==> config.mk <==
export PLATFORM = sky130hd
export DESIGN_NAME = rip_input_port
export DESIGN_NICKNAME = d
export VERILOG_FILES = /design/src/rtl/rip_pkg.sv /design/src/rtl/rip_vc_fifo.sv /design/src/rtl/rip_vc_ctrl.sv /design/src/rtl/rip_input_port.sv
export SDC_FILE = /design/constraint.sdc
export NUM_CORES = 1
export LEC_CHECK = 0
export CAP_MARGIN = 20
export CORE_MARGIN = 1
export CORE_UTILIZATION = 54
export CTS_CLUSTER_SIZE = 20
export DETAILED_ROUTE_END_ITERATION = 16
export HOLD_SLACK_MARGIN = 0.06
export PLACE_DENSITY = 0.9
export SLEW_MARGIN = 25
export SYNTH_ARGS = -nofsm -noshare
export SYNTH_HDL_FRONTEND = slang
export SYNTH_SLANG_ARGS = --single-unit
==> constraint.sdc <==
create_clock -name clk -period 4.6 [get_ports clk]
set_input_delay 0.92 -clock clk [delete_from_list [all_inputs] [get_ports clk]]
set_output_delay 0.92 -clock clk [all_outputs]
set_load 0.02 [all_outputs]
==> src/rtl/rip_pkg.sv <==
package rip_pkg;

    typedef enum logic [1:0] {
        FK_RSVD = 2'b00,
        FK_HEAD = 2'b01,
        FK_BODY = 2'b10,
        FK_TAIL = 2'b11
    } flit_kind_e;

    typedef enum logic [2:0] {
        CH_IDLE   = 3'd0,
        CH_FWD    = 3'd1,
        CH_DIVERT = 3'd2,
        CH_WAIT   = 3'd3,
        CH_REDIR  = 3'd4,
        CH_DROP   = 3'd5
    } ch_state_e;

    function automatic logic is_head(input logic [1:0] k);
        return k == FK_HEAD;
    endfunction

    function automatic logic is_tail(input logic [1:0] k);
        return k == FK_TAIL;
    endfunction

endpackage

==> src/rtl/rip_vc_fifo.sv <==
module rip_vc_fifo #(
    parameter int W     = 19,
    parameter int DEPTH = 2,
    localparam int PTR_W = (DEPTH > 1) ? $clog2(DEPTH) : 1,
    localparam int CNT_W = $clog2(DEPTH + 1)
) (
    input  logic         clk,
    input  logic         rst,
    input  logic         wr_en,
    input  logic [W-1:0] wr_data,
    input  logic         rd_en,
    output logic [W-1:0] rd_data,
    output logic         not_empty
);

    logic [W-1:0]     mem [DEPTH];
    logic [PTR_W-1:0] wptr_q, rptr_q;
    logic [CNT_W-1:0] cnt_q;
    logic             full, do_wr;

    function automatic logic [PTR_W-1:0] bump(input logic [PTR_W-1:0] p);
        return (p == PTR_W'(DEPTH - 1)) ? '0 : p + PTR_W'(1);
    endfunction

    assign full      = (cnt_q == CNT_W'(DEPTH));
    assign not_empty = (cnt_q != '0);
    assign do_wr     = wr_en && (!full || rd_en);
    assign rd_data   = mem[rptr_q];

    always_ff @(posedge clk) begin
        if (do_wr) mem[wptr_q] <= wr_data;
    end

    always_ff @(posedge clk) begin
        if (rst) begin
            wptr_q <= '0;
            rptr_q <= '0;
            cnt_q  <= '0;
        end else begin
            if (do_wr) wptr_q <= bump(wptr_q);
            if (rd_en) rptr_q <= bump(rptr_q);
            cnt_q <= cnt_q + CNT_W'(do_wr) - CNT_W'(rd_en);
        end
    end

endmodule

==> src/rtl/rip_vc_ctrl.sv <==
module rip_vc_ctrl
    import rip_pkg::*;
#(
    parameter int NUM_DIR = 5,
    localparam int DIR_W  = (NUM_DIR > 1) ? $clog2(NUM_DIR) : 1
) (
    input  logic               clk,
    input  logic               rst,
    input  logic               head_valid,
    input  logic [1:0]         head_kind,
    input  logic [DIR_W-1:0]   head_hop,
    input  logic [NUM_DIR-1:0] dir_unusable,
    input  logic               out_ready,
    input  logic               rw_grant,
    input  logic               rsp_hit,
    input  logic               rsp_drop,
    input  logic [DIR_W-1:0]   rsp_dir,
    output logic               out_valid,
    output logic [DIR_W-1:0]   out_dir,
    output logic               rw_req,
    output logic               pop
);

    ch_state_e        state_q, state_d;
    logic [DIR_W-1:0] route_q, route_d;
    logic             hop_bad, discard, sent;

    always_comb begin
        hop_bad = 1'b1;
        for (int d = 0; d < NUM_DIR; d++) begin
            if (head_hop == DIR_W'(d)) hop_bad = dir_unusable[d];
        end
    end

    always_comb begin
        out_valid = 1'b0;
        out_dir   = route_q;
        rw_req    = 1'b0;
        discard   = 1'b0;
        unique case (state_q)
            CH_IDLE: begin
                if (head_valid) begin
                    if (!is_head(head_kind)) begin
                        discard = 1'b1;
                    end else if (!hop_bad) begin
                        out_valid = 1'b1;
                        out_dir   = head_hop;
                    end
                end
            end
            CH_FWD, CH_REDIR: out_valid = head_valid;
            CH_DIVERT:        rw_req    = head_valid;
            CH_DROP:          discard   = head_valid;
            default: ;
        endcase
    end

    assign sent = out_valid && out_ready;
    assign pop  = sent || (rw_req && rw_grant) || discard;

    always_comb begin
        state_d = state_q;
        route_d = route_q;
        unique case (state_q)
            CH_IDLE: begin
                if (head_valid && is_head(head_kind)) begin
                    if (hop_bad) begin
                        state_d = CH_DIVERT;
                    end else if (out_ready) begin
                        state_d = CH_FWD;
                        route_d = head_hop;
                    end
                end
            end
            CH_FWD, CH_REDIR: begin
                if (sent && is_tail(head_kind)) state_d = CH_IDLE;
            end
            CH_DIVERT: begin
                if (rw_req && rw_grant) state_d = CH_WAIT;
            end
            CH_WAIT: begin
                if (rsp_hit) begin
                    if (rsp_drop) begin
                        state_d = CH_DROP;
                    end else begin
                        state_d = CH_REDIR;
                        route_d = rsp_dir;
                    end
                end
            end
            CH_DROP: begin
                if (discard && is_tail(head_kind)) state_d = CH_IDLE;
            end
            default: state_d = CH_IDLE;
        endcase
    end

    always_ff @(posedge clk) begin
        if (rst) begin
            state_q <= CH_IDLE;
            route_q <= '0;
        end else begin
            state_q <= state_d;
            route_q <= route_d;
        end
    end

endmodule

==> src/rtl/rip_input_port.sv <==
module rip_input_port
    import rip_pkg::*;
#(
    parameter int NUM_VC    = 2,
    parameter int DEPTH     = 2,
    parameter int NUM_DIR   = 5,
    parameter int PAYLOAD_W = 16,
    localparam int DIR_W  = (NUM_DIR > 1) ? $clog2(NUM_DIR) : 1,
    localparam int VC_W   = (NUM_VC > 1) ? $clog2(NUM_VC) : 1,
    localparam int FLIT_W = 2 + VC_W + PAYLOAD_W
) (
    input  logic                       clk,
    input  logic                       rst,
    input  logic                       in_valid,
    input  logic [FLIT_W-1:0]          in_flit,
    output logic [NUM_VC-1:0]          credit_out,
    input  logic [NUM_DIR-1:0]         dir_blocked,
    input  logic [NUM_DIR-1:0]         local_prohibit,
    output logic [NUM_VC-1:0]          out_valid,
    input  logic [NUM_VC-1:0]          out_ready,
    output logic [NUM_VC*DIR_W-1:0]    out_dir,
    output logic [NUM_VC*FLIT_W-1:0]   out_flit,
    output logic                       rw_valid,
    input  logic                       rw_ready,
    output logic [VC_W-1:0]            rw_vc,
    output logic [FLIT_W-1:0]          rw_flit,
    input  logic                       rsp_valid,
    input  logic [VC_W-1:0]            rsp_vc,
    input  logic                       rsp_drop,
    input  logic [DIR_W-1:0]           rsp_dir
);

    logic [VC_W-1:0]                  in_vc;
    logic [NUM_DIR-1:0]               dir_unusable;
    logic [NUM_VC-1:0][FLIT_W-1:0]    head_flit_v;
    logic [NUM_VC-1:0][1:0]           head_kind_v;
    logic [NUM_VC-1:0][DIR_W-1:0]     out_dir_v;
    logic [NUM_VC-1:0]                head_valid_v;
    logic [NUM_VC-1:0]                pop_v;
    logic [NUM_VC-1:0]                rw_req_v;
    logic [NUM_VC-1:0]                rw_grant_v;

    assign in_vc        = in_flit[PAYLOAD_W +: VC_W];
    assign dir_unusable = dir_blocked | local_prohibit;

    for (genvar v = 0; v < NUM_VC; v++) begin : g_vc
        rip_vc_fifo #(
            .W     (FLIT_W),
            .DEPTH (DEPTH)
        ) u_fifo (
            .clk       (clk),
            .rst       (rst),
            .wr_en     (in_valid && (in_vc == VC_W'(v))),
            .wr_data   (in_flit),
            .rd_en     (pop_v[v]),
            .rd_data   (head_flit_v[v]),
            .not_empty (head_valid_v[v])
        );

        assign head_kind_v[v] = head_flit_v[v][FLIT_W-1 -: 2];

        rip_vc_ctrl #(
            .NUM_DIR (NUM_DIR)
        ) u_ctrl (
            .clk          (clk),
            .rst          (rst),
            .head_valid   (head_valid_v[v]),
            .head_kind    (head_kind_v[v]),
            .head_hop     (head_flit_v[v][DIR_W-1:0]),
            .dir_unusable (dir_unusable),
            .out_ready    (out_ready[v]),
            .rw_grant     (rw_grant_v[v]),
            .rsp_hit      (rsp_valid && (rsp_vc == VC_W'(v))),
            .rsp_drop     (rsp_drop),
            .rsp_dir      (rsp_dir),
            .out_valid    (out_valid[v]),
            .out_dir      (out_dir_v[v]),
            .rw_req       (rw_req_v[v]),
            .pop          (pop_v[v])
        );
    end

    assign out_flit = head_flit_v;
    assign out_dir  = out_dir_v;
    assign rw_valid = |rw_req_v;

    // lowest channel index wins the rewrite port
    always_comb begin
        logic found;
        found      = 1'b0;
        rw_grant_v = '0;
        rw_vc      = '0;
        rw_flit    = head_flit_v[0];
        for (int v = 0; v < NUM_VC; v++) begin
            if (rw_req_v[v] && !found) begin
                found         = 1'b1;
                rw_vc         = VC_W'(v);
                rw_flit       = head_flit_v[v];
                rw_grant_v[v] = rw_ready;
            end
        end
    end

    always_ff @(posedge clk) begin
        if (rst) credit_out <= '0;
        else     credit_out <= pop_v;
    end

endmodule

Word level (Yosys, flattened, before mapping) --
Memory sizes are Yosys's and may differ from the RTL's. A register that Yosys moved wholly into a read port is not among the register bits. Index checks and enable logic that the tools add are counted.
Word-level totals: register bits 22, RAM bits 76, input port bits 41, memories 2
Cells by class: add/sub/neg operators 8, equal/unequal tests 42, multiplexer cells 79, bitwise gates (word level) 3, reduce and logical (&&, ||, !) cells 41
Memories:
- g_vc[0].u_fifo.mem | depth 2, bits a word 19, rd ports 1, clocked after memory_dff 1, write ports 1, RTL line rip_vc_fifo.sv:16 | logic [W-1:0] mem [DEPTH];
- g_vc[1].u_fifo.mem | depth 2, bits a word 19, rd ports 1, clocked after memory_dff 1, write ports 1, RTL line rip_vc_fifo.sv:16
Operators with widths (count):
- $mux 3 | 31
- $mux 1 | 39
- $pmux 3 s5 | 2
- $eq 3x2->1 const B | 8
- $reduce_and 6->1 | 4
- $ne 2x1->1 const B | 10
- $mux 19 | 1
- $eq 3x3->1 const B | 6
- $logic_and 1x1->1 | 17
- $eq 3x1->1 const B | 4
- $logic_not 3->1 | 4
- $ne 2x2->1 const B | 6
- $pmux 3 s2 | 2
- $eq 2x2->1 const B | 4
- $pmux 1 s2 | 4
- $reduce_bool 2->1 | 4
- $logic_or 1x1->1 | 6
- $ne 3x2->1 const B | 2
- $reduce_or 2->1 | 3
- $or 5x5->5 | 1
- $add 1x1->1 const B | 4
- $add 2x1->2 | 2
- $eq 2x1->1 const B | 2
- $sub 2x1->2 | 2
- 2 further kinds | 5

Longest topological paths before layout --
Gate-level depths: netlist of run 1.
depth in word-level cells 17, gate-level depth with buffers 13, depth with buffers taken out 12

Hierarchy --
Synthesis of run 1 repeated with hierarchy kept, for this count alone.
Unflattened totals: cell total of the unflattened synthesis 374, area, all modules 5044.8 µm²
Modules (own cells, without submodules):
- rip_vc_fifo | times used 2, cells an instance 83, area each 1611.5 µm², seq. area each 1241.2 µm²
- rip_vc_ctrl | times used 2, cells an instance 84, area each 685.7 µm², seq. area each 120.1 µm²
- rip_input_port | times used 1, cells an instance 40, area each 450.4 µm², seq. area each 40.0 µm²

Worst setup path after synthesis of run 1 --
Ideal clock, no wire load.
path kind input port to output port, from in local_prohibit[2], to out out_dir[3], arrival time 2.225 ns, setup slack 1.455 ns, stages 5, cells stage by stage nor2_1 -> mux2i_1 -> nor3_2 -> o21ai_1 -> o21ai_0
Between the ends: longest elaborated chain between the ends 8
Ends and longest elaborated chain:
- from (decl) | RTL line rip_input_port.sv:18 | input logic [NUM_DIR-1:0] local_prohibit,
- $or 5x5->5 | RTL line rip_input_port.sv:44 | assign dir_unusable = dir_blocked | local_prohibit;
- $mux 1 (3 in a row) | RTL line rip_vc_ctrl.sv:31 | if (head_hop == DIR_W'(d)) hop_bad = dir_unusable[d];
- $mux 3 | RTL line rip_vc_ctrl.sv:45 | end else if (!hop_bad) begin
- $mux 3 | RTL line rip_vc_ctrl.sv:43 | if (!is_head(head_kind)) begin
- $mux 3 | RTL line rip_vc_ctrl.sv:42 | if (head_valid) begin
- $mux 3 | RTL line rip_vc_ctrl.sv:40 | unique case (state_q)
- to (decl) | RTL line rip_input_port.sv:21 | output logic [NUM_VC*DIR_W-1:0] out_dir,
Every way passes these cells.

==> results of run 1 <==
worst min-delay path, delay by kind of cell (launching register included):
kind             cells  cell delay, ps
flip-flops           1             330
AND/OR/NAND/NOR      1              50
AO/OA/AOI/OAI        1              50
worst max path at each step:
stage / startpoint / to / slack [ps] / cells past startpoint
6_report: register / out_dir[5] / 230 / 6
5_1_grt: register / out_dir[5] / 110 / 6
4_1_cts: register / out_dir[5] / 330 / 6
3_5_place_dp: dir_blocked[3] / out_dir[1] / 540 / 8
3_3_place_gp: local_prohibit[3] / out_dir[0] / 580 / 8
2_1_floorplan: local_prohibit[2] / out_dir[3] / 1450 / 5
cells by family after synthesis:
group	after synthesis
AO/OA/AOI/OAI	70
XOR/XNOR	5
adder cells (fa/ha/maj)	5
buffers and inverters	33
flip-flops	100
multiplexers	68
AND/OR/NAND/NOR	94
layer usage:
metal / track usage [%] / wire (um) / vias up
met5: 0 / 0 / -
met4: 8.33 / 235 / 0
met3: 5.45 / 721 / 21
met2: 43.3 / 5530 / 135
met1: 31.8 / 4690 / 1706
li1: - / - / 1643
area by class of cell:
class | count | area (um2) | share of cell area, %
inverter | 13 | 48.8 | 0.785
multi-input combinational | 242 | 1910 | 30.7
clock buffer | 10 | 128 | 2.05
clock inverter | 6 | 71.3 | 1.15
sequential | 100 | 2760 | 44.4
timing repair buffer | 119 | 1160 | 18.7
tap | 108 | 135 | 2.17
sequential cells by signal, summed over array words and instances (netlist names), named ones only:
register,flops
g_vc.u_fifo.cnt_q,4
credit_out,2
g_vc.u_fifo.rptr_q,2
g_vc.u_fifo.mem,76
g_vc.u_ctrl.state_q,6
g_vc.u_fifo.wptr_q,2
g_vc.u_ctrl.route_q,6
power by group:
part / switching [mW] / total, mW / internal (mW)
logic: 0.718 / 1.36 / 0.646
registers: 0.0806 / 1.14 / 1.05
clock network: 0.312 / 0.571 / 0.259
synth_stat cells (2+ instances only):
cell	n
o21bai_1	2
o21ai_0	11
xnor2_1	5
o2111ai_1	2
mux2_4	2
buf_4	2
ha_1	3
nand4_1	2
nand3_1	2
nor3_1	6
nand3b_1	8
or3b_2	3
dfxtp_1	24
nor3_2	2
o21ai_1	2
a21oi_1	13
a211oi_1	4
mux2i_1	12
a31oi_1	6
nand2b_1	3
nor2_1	30
buf_2	4
maj3_1	2
o211ai_1	3
or2_2	2
o21a_1	3
nand2_1	16
o31ai_1	3
inv_1	13
a21o_1	2
a211o_1	3
nor3b_1	3
edfxtp_1	76
nor4_1	3
nor2b_1	5
mux2_2	53
o31ai_2	2
clkbuf_1	11
stage by stage:
stage | setup WS [ps] | power, mW
floorplan | 1450 | 1.99
global placement | 580 | 2.47
detailed placement | 536 | 2.51
CTS | 328 | 3.07
global route | 110 | 3.21
finish | 234 | 3.07
==> impl_metrics.py, run 1 <==
metrics = {
    "run_status": {
        "status": "finished, final reports clean",
    },
    "cts": {
        "hold_buffers": 0,
        "clockRootBuffer": "clkbuf_8",
        "cts_buffers": 9,
        "clkSinkCount": 100,
        "cts_tree": "yes",
        "clockBufferDepth": 2,
        "postCtsResizedCells": 0,
        "post-cts-setup-buffers": 0,
        "clk_pin_slew_ps": 100,
        "clk_latency_ps": 370,
        "htreeDepth": 3,
    },
    "layout": {
        "fin_nets": 529,
        "final_cell_mix": "clkdlybuf4s50_1 (108), edfxtp_1 (76), mux2_2 (53)",
        "layout-drive-gt1-share_pct": 20.4,
        "finish.utilization_pct": 71.7,
        "fillers": 622,
        "antenna_cells": 0,
        "syn_to_final_growth_pct": 29.4,
        "final_common_cell": "clkdlybuf4s50_1",
        "final_cell_area_um2": 6220,
        "final_cells": 598,
    },
    "timing": {
        "rsz0062_at_grt": "no",
        "hold_ws_ps": 470,
        "period_share_pct": 94.9,
        "final.setup.tns_ps": 0,
        "clock.fmax_mhz": 229,
        "fin_crit_ps": 4370,
        "relSlewSlack_pct": 51.5,
        "finClkSkew_ps": 8.10,
        "final-hold-violation-count": 0,
        "setup-violations-final": 0,
        "slew_violations": 0,
        "tightest_slew_ps": 721,
    },
    "global_routing": {
        "antenna_found_initial": 0,
        "gr-usage-all-layers_pct": 25.3,
        "grt_pass1_wl_mm": 17.3,
        "grt-ovfl-total": 0,
        "grt_pass1_vias": 3456,
        "grt_max_degree": 28,
    },
    "synth": {
        "synthMuxAreaShare_pct": 15.8,
        "yosysSeqAreaShare_pct": 57.5,
        "synthCells": 375,
        "ys_warn_count": 0,
        "synth_edf_count": 76,
        "synth_area_um2": 4810,
        "synthSimpleGateAreaFrac_pct": 10.6,
        "yosys.cell_types.count": 65,
        "syn_nets": 419,
        "synth_largest_area_cell": "edfxtp_1",
        "synth_top_family_by_area": "multiplexers",
        "async_flop_share_pct": 0,
        "synthFlopType": "edfxtp_1",
        "yosys.area_share.adder_pct": 1.20,
        "synth.top_cells.by_area": "edfxtp_1 (47%), mux2_2 (12%), dfxtp_1 (10%)",
        "synth-xor-area-share_pct": 0.911,
        "yosys.area.top_type_share_pct": 47.5,
        "syn_avg_cell_area_um2": 12.8,
        "ys_ff_latch": 100,
        "synth_compound_area_share_pct": 11.0,
    },
    "flow_run": {
        "maxCapViolations": 0,
    },
    "min_path": {
        "hold_path_class": "reg -> reg",
        "min_path_cells": 2,
        "hp-start": "g_vc[1].u_ctrl.route_q[1]",
        "holdPathEnd": "g_vc[1].u_ctrl.route_q[1]",
    },
    "route": {
        "drt-initial-drc-count": 216,
        "avgViaCountPerCell": 5.86,
        "vias": 3505,
        "postRouteAntennaNets": 0,
        "drt-total-wl_mm": 11.2,
        "drc": 0,
        "post_drt_wl_per_cell_um": 18.7,
        "first_pass_iters": 4,
    },
    "critical_path": {
        "setup.worst_path.class": "reg -> out",
        "reg2reg_to": "g_vc[1].u_fifo.cnt_q[1]",
        "r2r_cells": 13,
        "critPathTopFamily": "buffers and inverters",
        "crit_arrival_ps": 3450,
        "crit_buf_inv": 2,
        "slowest_stage": "nor4_1",
        "ff2ff_setup_slack_ps": 1280,
        "worst-path-max-fanout": 18,
        "start_kind": "register",
        "worstPathCellList": "buf_4, mux2i_1, nor4_1, o21ai_1, o21ai_0, clkdlybuf4s50_1",
        "cp.required_ps": 3680,
        "crit_path_end_kind": "output pin",
        "max_stage_delay_ps": 680,
    },
    "die": {
        "dieArea_um2": 9280,
        "die_w_um": 96.3,
        "dieHeight_um": 96.3,
        "num_rows": 34,
        "start_util_pct": 55.4,
        "ios": 110,
        "core-area_um2": 8680,
    },
    "place": {
        "place_area_um2": 6020,
        "io_buffers": 109,
        "place_inst": 582,
        "dp_hpwl_mm": 8.05,
        "gp_congestion": 1.02,
    },
    "power": {
        "peakVddDrop_uv": 407,
        "p_per_area_nw_per_um2": 494,
        "p_leak_nw": 2.15,
    },
}
Power figures use the tool's default switching activity.
==> run 2: changes to the inputs <==
--- a/config.mk
+++ b/config.mk
@@ -6,13 +6,16 @@
 export NUM_CORES = 1
 export LEC_CHECK = 0
 export CAP_MARGIN = 20
+export CORE_ASPECT_RATIO = 1.4
 export CORE_MARGIN = 1
-export CORE_UTILIZATION = 54
+export CORE_UTILIZATION = 55
 export CTS_CLUSTER_SIZE = 20
 export DETAILED_ROUTE_END_ITERATION = 16
 export HOLD_SLACK_MARGIN = 0.06
-export PLACE_DENSITY = 0.9
+export PLACE_DENSITY = 0.91
+export SKIP_CTS_REPAIR_TIMING = 1
 export SLEW_MARGIN = 25
 export SYNTH_ARGS = -nofsm -noshare
 export SYNTH_HDL_FRONTEND = slang
+export SYNTH_HIERARCHICAL = 1
 export SYNTH_SLANG_ARGS = --single-unit
==> run 2 against run 1 <==
Against the previous run:
- register-to-register slack lost 280 ps
- die area grew 3.1%
- clock skew shrank 1.7 ps
- routed wire length grew 3.2%
- power grew 7.9%
- clock power grew 39%
- first-iteration DRC count grew 7.4%
- global-route usage shrank 0.56 points
- sequential power is essentially flat
- final cell count shrank 0.50%
- design area grew 4.9%
==> impl_metrics.py, run 2 <==
metrics = {
    "timing": {
        "hold_ws_ps": 544,
        "period_share_pct": 95.3,
        "fin_crit_ps": 4390,
        "rsz0062_at_grt": "no",
        "clock.fmax_mhz": 228,
        "finClkSkew_ps": 6.39,
        "tightest_slew_ps": 713,
        "slew_violations": 0,
        "setup-violations-final": 0,
        "final.setup.tns_ps": 0,
        "relSlewSlack_pct": 52.3,
        "final-hold-violation-count": 0,
    },
    "global_routing": {
        "grt-ovfl-total": 0,
        "gr-usage-all-layers_pct": 24.7,
        "antenna_found_initial": 0,
        "grt_max_degree": 22,
        "grt_pass1_wl_mm": 17.9,
        "grt_pass1_vias": 3427,
    },
    "layout": {
        "final_cell_mix": "clkdlybuf4s50_1 (109), edfxtp_1 (76), mux2_2 (39)",
        "layout-drive-gt1-share_pct": 23.0,
        "final_common_cell": "clkdlybuf4s50_1",
        "largest_register": "g_vc.u_fifo/mem",
        "final_cell_area_um2": 6520,
        "antenna_cells": 0,
        "largestRegisters": "g_vc.u_fifo/mem: 76 flops, g_vc.u_ctrl/route_q: 6 flops, g_vc.u_ctrl/state_q: 6 flops",
        "fin_nets": 528,
        "syn_to_final_growth_pct": 29.3,
        "largest_reg_flops": 76,
    },
    "synth": {
        "synth_largest_area_cell": "edfxtp_1",
        "synth_top_cells_by_count": "edfxtp_1 (76), mux2_2 (39), mux2_4 (26)",
        "yosysSeqAreaShare_pct": 54.8,
        "ys_ff_latch": 100,
        "synthCells": 374,
        "syn_nets": 419,
        "yosys.cell_types.count": 50,
        "synth.top_cells.by_area": "edfxtp_1 (45%), dfxtp_1 (9.5%), mux2_2 (8.7%)",
        "yosysMostFrequentCell": "edfxtp_1",
        "synthFlopType": "edfxtp_1",
        "async_flop_share_pct": 0,
        "yosys.area.top_type_share_pct": 45.2,
        "syn_avg_cell_area_um2": 13.5,
        "synth_edf_count": 76,
        "ys_warn_count": 6,
        "synth_area_um2": 5040,
    },
    "power": {
        "seqPwrFrac_pct": 35.0,
        "p_int_mw": 2.22,
        "peakVddDrop_uv": 348,
        "comb_power_share_pct": 41.0,
        "power_mw": 3.31,
        "sw_frac_of_total_pct": 33.1,
        "clkPwrFrac_pct": 24.0,
        "switchingPower_mw": 1.10,
        "p_leak_nw": 2.41,
        "p_per_area_nw_per_um2": 508,
    },
    "die": {
        "num_rows": 41,
        "core-area_um2": 8980,
        "dieArea_um2": 9560,
        "dieHeight_um": 115,
        "ios": 110,
        "start_util_pct": 56.2,
        "die_w_um": 82.9,
    },
    "critical_path": {
        "worstPathCellList": "clkdlybuf4s50_1, or2_2, nor4b_2, a21oi_2, a2111oi_4, mux2_1, clkdlybuf4s50_1",
        "cp.required_ps": 3680,
        "r2r_cells": 15,
        "crit_arrival_ps": 3470,
        "setup.worst_path.class": "in -> out",
        "slowest_stage": "clkdlybuf4s50_1",
        "worst-path-max-fanout": 5,
        "start_kind": "primary input",
        "crit_buf_inv": 2,
        "max_stage_delay_ps": 550,
        "crit_path_end_kind": "output pin",
        "worst-path-stages": 7,
        "critPathTopFamily": "buffers and inverters",
        "crit_path_frequent_cell": "clkdlybuf4s50_1",
    },
    "cts": {
        "cts_tree": "yes",
        "clockBufferDepth": 2,
        "clk_pin_slew_ps": 60,
        "htreeDepth": 3,
        "clk_latency_ps": 340,
        "clkSinkCount": 100,
        "clockRootBuffer": "clkbuf_16",
        "cts_buffers": 9,
    },
    "place": {
        "gp_congestion": 0.963,
        "place_area_um2": 6210,
        "dp_hpwl_mm": 8.09,
        "io_buffers": 109,
    },
    "route": {
        "postRouteAntennaNets": 0,
        "first_pass_iters": 7,
        "drt-initial-drc-count": 232,
        "drc": 0,
        "post_drt_wl_per_cell_um": 19.4,
        "drt-total-wl_mm": 11.5,
        "avgViaCountPerCell": 5.89,
        "vias": 3503,
    },
    "min_path": {
        "hold_path_class": "reg -> reg",
        "min_path_cells": 2,
    },
    "flow_run": {
        "maxCapViolations": 0,
    },
    "run_status": {
        "status": "finished, final reports clean",
    },
}
[run 2: changes by cell type after synthesis, moves of 8 or more]
| cell | delta |
|---|---|
| o21ai_0 | -11 |
| mux2_2 | -14 |
| nor2_1 | -13 |
| nor2b_1 | +11 |
| mux2_4 | +24 |
| nand3_1 | +10 |
| mux2i_1 | -8 |
[run 2: layout make-up]
type / count / area (um2)
inverters: 12 / 45.0
clock buffers: 10 / 229
fillers: 555 / 2450
flip-flops and latches: 100 / 2760
clock inverters: 6 / 86.3
well taps: 107 / 134
multi-input cells: 244 / 2120
repair buffers: 116 / 1140
[run 2: cells by family (layout without fill, tap and decap cells)]
family                     Yosys count  after routing  share of synthesized area [%]
and+or+nand+nor                    109            109                           12.4
muxes                               75             75                           18.6
AOI/OAI and AO/OA                   48             48                           8.48
adders and majority gates            4              4                          0.992
DFF                                100            100                           54.8
xor gates and xnor gates             8              8                           1.39
buffers and inverters               30            144                           3.37
[run 2: worst paths after layout]
path | startpoint | endpoint | slack, ps
min reg2reg | g_vc[0].u_fifo/rptr_q | g_vc[0].u_fifo/rptr_q | 540
max reg2reg | g_vc[1].u_fifo/cnt_q[0] | g_vc[1].u_fifo/cnt_q[1] | 1000
max | dir_blocked[2] | out_dir[3] | 210
min | g_vc[0].u_fifo/rptr_q | g_vc[0].u_fifo/rptr_q | 540
[run 2: layer usage]
layer,track usage [%],vias to the layer above,part of all wire (%)
met5,0,-,0
met1,27.2,1701,38
li1,-,1625,-
met2,46.4,148,54
met3,4.24,29,4.7
met4,11.4,0,3.1
[run 2: worst register-to-register path, stage by stage (launching register included)]
cell      delay [ps]
dfxtp_1          400
or2_2            240
nand2_1           80
nor3_1           350
nand2b_4         330
nor2_1           230
nand2_1           70
o32ai_1          310
a22o_1           390
o31ai_4          160
ha_1             290
inv_1             40
ha_1             180
xnor2_1          190
xnor2_1          140
nor2_1            60
[run 2: metrics by stage]
step           setup slack (ps)  instances  utilization [%]
2_1_floorplan               926        374                -
3_3_place_gp                276        579             69.1
3_5_place_dp                229        579             69.1
4_1_cts                     221        595             72.7
5_1_grt                    68.1        595             72.7
6_report                    214        595             72.7
[run 2: power by group through the flow]
stage / clock network, mW / logic (mW) / registers (mW)
finish: 0.795 / 1.36 / 1.16
global route: 0.836 / 1.44 / 1.17
CTS: 0.806 / 1.36 / 1.16
detailed placement: 0 / 1.35 / 1.18
global placement: 0 / 1.32 / 1.17
floorplan: 0 / 0.947 / 1.13
